===== config.mk =====
export PLATFORM = sky130hd
export DESIGN_NAME = ocp_ctrl
export DESIGN_NICKNAME = d
export VERILOG_FILES = /design/src/rtl/ocp_pkg.sv /design/src/rtl/ocp_delay.sv /design/src/rtl/ocp_window.sv /design/src/rtl/ocp_ctrl.sv
export SDC_FILE = /design/constraint.sdc
export NUM_CORES = 1
export LEC_CHECK = 0
export BUFFER_PORTS_ARGS = -buffer_cell sky130_fd_sc_hd__buf_4
export CAP_MARGIN = 20
export CORE_UTILIZATION = 50
export DETAILED_ROUTE_END_ITERATION = 8
export PLACE_DENSITY = 0.8
export SYNTH_ARGS = -nofsm -noshare
export SYNTH_HDL_FRONTEND = slang
export SYNTH_HIERARCHICAL = 1
export SYNTH_SLANG_ARGS = --single-unit
export TNS_END_PERCENT = 1

===== constraint.sdc =====
create_clock -name clk_i -period 4.7 [get_ports clk_i]
set_input_delay 0.94 -clock clk_i [delete_from_list [all_inputs] [get_ports clk_i]]
set_output_delay 0.94 -clock clk_i [all_outputs]
set_load 0.1 [all_outputs]

===== src/rtl/ocp_pkg.sv =====
package ocp_pkg;
  typedef enum logic [1:0] {
    ST_NORM = 2'd0,
    ST_OC   = 2'd1,
    ST_UVLO = 2'd2
  } ocp_state_e;

  function automatic int unsigned cnt_bits(int unsigned n);
    return (n < 2) ? 1 : $clog2(n);
  endfunction
endpackage


===== src/rtl/ocp_delay.sv =====
// Persistence qualifier: hit after CNT ticks of continuous arm.
module ocp_delay #(
  parameter int unsigned CNT = 4
) (
  input  logic clk_i,
  input  logic rst_ni,
  input  logic arm_i,
  input  logic tick_i,
  output logic hit_o
);
  localparam int unsigned W = ocp_pkg::cnt_bits(CNT);
  localparam logic [W-1:0] LAST = W'(CNT - 1);

  logic [W-1:0] cnt_q;

  assign hit_o = arm_i & tick_i & (cnt_q == LAST);

  always_ff @(posedge clk_i or negedge rst_ni) begin
    if (!rst_ni)               cnt_q <= '0;
    else if (!arm_i || hit_o)  cnt_q <= '0;
    else if (tick_i)           cnt_q <= cnt_q + 1'b1;
  end
endmodule


===== src/rtl/ocp_window.sv =====
// Repeating window armed by tier 1; trips at a boundary if seen_i occurred.
module ocp_window #(
  parameter int unsigned LEN = 4
) (
  input  logic clk_i,
  input  logic rst_ni,
  input  logic arm_i,
  input  logic tick_i,
  input  logic seen_i,
  output logic hit_o
);
  localparam int unsigned W = ocp_pkg::cnt_bits(LEN);
  localparam logic [W-1:0] LAST = W'(LEN - 1);

  logic [W-1:0] cnt_q;
  logic         seen_q;
  logic         at_end;

  assign at_end = arm_i & tick_i & (cnt_q == LAST);
  assign hit_o  = at_end & (seen_q | seen_i);

  always_ff @(posedge clk_i or negedge rst_ni) begin
    if (!rst_ni) begin
      cnt_q  <= '0;
      seen_q <= 1'b0;
    end else if (!arm_i || at_end) begin
      cnt_q  <= '0;
      seen_q <= 1'b0;
    end else begin
      if (tick_i) cnt_q  <= cnt_q + 1'b1;
      if (seen_i) seen_q <= 1'b1;
    end
  end
endmodule


===== src/rtl/ocp_ctrl.sv =====
module ocp_ctrl #(
  parameter int unsigned T1_TICKS = 4025,
  parameter int unsigned T2_TICKS = 4,
  parameter int unsigned T3_TICKS = 1,
  parameter int unsigned UV_TICKS = 17,
  parameter bit          TIER3_EN = 1'b1,
  parameter bit          ACT_HIGH = 1'b0
) (
  input  logic clk_i,
  input  logic rst_ni,
  input  logic tick_i,
  input  logic oc1_flag_i,
  input  logic oc2_flag_i,
  input  logic oc3_flag_i,
  input  logic uv_flag_i,
  input  logic release_i,
  output logic gate_oe_o,
  output logic gate_lvl_o,
  output logic sense_pd_o
);
  import ocp_pkg::*;

  ocp_state_e state_q, state_d;
  logic       in_norm;
  logic       hit1, hit2, hit3, hit_uv;
  logic       oc_hit;
  logic       fault;

  assign in_norm = (state_q == ST_NORM);

  ocp_delay #(.CNT(T1_TICKS)) u_tier1 (
    .clk_i(clk_i), .rst_ni(rst_ni), .arm_i(in_norm & oc1_flag_i),
    .tick_i(tick_i), .hit_o(hit1)
  );

  ocp_window #(.LEN(T2_TICKS)) u_tier2 (
    .clk_i(clk_i), .rst_ni(rst_ni), .arm_i(in_norm & oc1_flag_i),
    .tick_i(tick_i), .seen_i(oc2_flag_i), .hit_o(hit2)
  );

  generate
    if (TIER3_EN) begin : g_tier3
      ocp_delay #(.CNT(T3_TICKS)) u_tier3 (
        .clk_i(clk_i), .rst_ni(rst_ni), .arm_i(in_norm & oc3_flag_i),
        .tick_i(tick_i), .hit_o(hit3)
      );
    end else begin : g_no_tier3
      assign hit3 = 1'b0;
    end
  endgenerate

  ocp_delay #(.CNT(UV_TICKS)) u_uvlo (
    .clk_i(clk_i), .rst_ni(rst_ni), .arm_i(in_norm & uv_flag_i),
    .tick_i(tick_i), .hit_o(hit_uv)
  );

  assign oc_hit = hit1 | hit2 | hit3;

  always_comb begin
    state_d = state_q;
    unique case (state_q)
      ST_NORM: begin
        if (hit_uv)      state_d = ST_UVLO;  // lockout wins
        else if (oc_hit) state_d = ST_OC;
      end
      ST_OC:   if (release_i)  state_d = ST_NORM;
      ST_UVLO: if (!uv_flag_i) state_d = ST_NORM;
      default: state_d = ST_NORM;
    endcase
  end

  always_ff @(posedge clk_i or negedge rst_ni) begin
    if (!rst_ni) state_q <= ST_NORM;
    else         state_q <= state_d;
  end

  assign fault      = !in_norm;
  assign sense_pd_o = fault;

  generate
    if (ACT_HIGH) begin : g_pol_high
      assign gate_oe_o = !fault;
    end else begin : g_pol_low
      assign gate_oe_o = fault;
    end
  endgenerate

  // driven level is always low; released pin is pulled high externally
  assign gate_lvl_o = !gate_oe_o;
endmodule


==> results.yml <==
critical_path:
  startpoint_type: "flip-flop"
  rr_endpoint: "state_q[0]"
  worstPathRequired_ns: 3.76
  cp.arrival_ns: 1.37
  reg2reg_depth: 6
  regToRegSetupSlack_ns: 2.75
  critPathMaxFanout: 5
  end_kind: "primary output"
  reg2reg_from: "state_q[1]"
  crit_type: "flip-flop to primary output"
global_routing:
  use_met1: 0.257
  grt_pass1_vias: 972
  grt.overflow.total: 0
  track_usage: 0.209
  met3_usage: 0.0175
  busiest_layer: "met2"
  grt_first_pass_wirelength_um: 4210
  grt_max_degree: 24
  antenna_found_initial: 0
  globalRouteMet2Util: 0.374
clocking:
  cts_resized: 0
  cts-root-buf: "clkbuf_4"
  cts_setup_buffers: 0
  cts_hold_buf: 0
  clockBufferDepth: 2
  path_clk_slew_ns: 0.12
  cts_tree: "built"
  htreeDepth: 1
  clock_sink_count: 23
  insertion_delay_ns: 0.30
  cts_made_buffers: 3
placement:
  hpwl_um: 1690
  finalWeightedCongestion: 0.810
  io_buffers: 10
  placed_area_um2: 1330
routing:
  vias_per_cell: 5.63
  antenna_left: 0
  drt_iter0_drc: 8
  avgRoutedWirePerCell_um: 14.1
  drc_errors: 0
  wl_um: 2280
  firstDrtPassIters: 4
  vias: 912
floorplanning:
  start_util: 0.547
  die_w_um: 52.2
  io_pins: 11
  die-area_um2: 2720
  die_h_um: 52.2
  rows: 17
  core_area_um2: 2300
timing:
  relSlewSlack: 0.741
  period_minus_slack_ns: 2.31
  finalClockSkew_ns: 0.00397
  period_share: 0.490
  finalSetupViolCount: 0
  tightestPinTransition_ns: 0.387
  rsz0062_at_grt: "no"
  finalHoldViolCount: 0
  setup-tns-final_ns: 0
  max_freq_ghz: 0.434
  maxSlewViolCount: 0
logic_synthesis:
  synth-seq-cells: 23
  syn_nets: 137
  syn-instance-count: 124
  seq_area_frac_synth: 0.458
  syn_area_um2: 1260
  synth-edff-count: 0
  yosysMostFrequentCell: "dfrtp_1"
  synth_common_cells: "dfrtp_1, nor2_1, xnor2_1, inv_1, nand2_1"
  synth_cell_type_count: 33
  synthFlopType: "dfrtp_1"
  avgSynthCellArea_um2: 10.1
  synth.top_cell.area_share: 0.458
  ys_warn_count: 6
  synthArstFlopShare: 1.00
  synth_area_leaders: "dfrtp_1, xnor2_1, nor2_1, ha_1, xor2_1"
  synth.largest_area_cell: "dfrtp_1"
cells_and_area:
  final_util: 0.590
  diodes: 0
  nNetsFinal: 148
  fillers: 204
  stdcell_area_um2: 1360
  drive_above_1_share: 0.172
  area_growth_pct: 7.86
power:
  ir_drop_uv: 318
  leakage_nw: 0.578
  p_switching_mw: 0.224
  p_int_mw: 0.294
  pwr-share-seq: 0.439
  comb_power_share: 0.388
  pwr-share-clk: 0.173
  power_mw: 0.518
  power_density_nw_per_um2: 382
  p_sw_frac: 0.432
job:
  max-cap-violations: 0
outcome:
  outcome: "completed"
hold_path:
  hold_class: "input port to async pin"
==> kinds of logic (layout without fill, tap and decap cells) <==
group,Yosys count,count (layout),synth area share
xor gates and xnor gates,15,15,0.104
and+or+nand+nor,60,60,0.259
DFF,23,23,0.458
buffers and inverters,12,22,0.0537
AOI/OAI and AO/OA,6,6,0.0517
adders and majority gates,5,5,0.0498
muxes,3,3,0.0239
==> cell type report <==
class	count	area, um^2	area share
sequential	23	576	0.424
clock buffer	4	26.3	0.0194
multi-input combinational	89	614	0.453
timing repair buffer	10	75.1	0.0554
tap	28	35.0	0.0258
inverter	8	30.0	0.0221
==> per-layer routing <==
layer  up-vias  wire (um)
met3         2         45
li1        439          -
met1       454       1100
met5         -          0
met4         0         17
met2        17       1120
==> power by group through the flow <==
stage	clock network, mW	logic (mW)	registers (mW)
after floorplan	0	0.170	0.227
after global placement	0	0.195	0.230
after detailed placement	0	0.201	0.231
after CTS	0.0938	0.202	0.227
after global routing	0.101	0.214	0.229
final	0.0896	0.201	0.227
==> cell usage in the layout, fill, tap and decap left out, types with 2 or more instances in the layout <==
| master | instances |
|---|---|
| dfrtp_1 | 23 |
| nor2_1 | 20 |
| buf_4 | 10 |
| xnor2_1 | 9 |
| inv_1 | 7 |
| nand2_1 | 7 |
| xor2_1 | 6 |
| ha_1 | 5 |
| and2_1 | 4 |
| nor4_1 | 4 |
| nand3_1 | 4 |
| nand4_1 | 4 |
| mux2i_1 | 3 |
| clkbuf_4 | 3 |
| nor3_1 | 3 |
| and3b_1 | 2 |
| nor2_2 | 2 |
| nand3b_1 | 2 |
==> worst max-delay path: stages, from the launching register on <==
cell and delay [ns]:
dfrtp_1 0.44, nor2_1 0.27, inv_1 0.11, buf_4 0.25
==> state kept, by name, summed over array words and instances, names as in the netlist <==
register / flops
u_tier2/seen_q: 1
u_tier2/cnt_q: 2
u_uvlo/cnt_q: 5
g_tier3.u_tier3/cnt_q: 1
state_q: 2
u_tier1/cnt_q: 12
==> how the worst max path moves through the flow <==
stage	start	slack (ns)	end	cells past startpoint
4_1_cts	state_q[0]	2.41	gate_lvl_o	2
6_report	state_q[1]	2.39	sense_pd_o	3
3_3_place_gp	tick_i	2.45	state_q[0]	6
3_5_place_dp	tick_i	2.27	state_q[0]	6
2_1_floorplan	state_q[1]	0.56	sense_pd_o	3
5_1_grt	state_q[1]	2.33	sense_pd_o	3
==> stage by stage <==
step	worst slack, ns	hold WS (ns)	std cells
floorplan	0.562	0.454	124
global placement	2.45	0.480	158
detailed placement	2.27	0.498	158
CTS	2.41	0.502	162
global route	2.33	0.509	162
finish	2.39	0.505	162
Power figures use the tool's default switching activity.
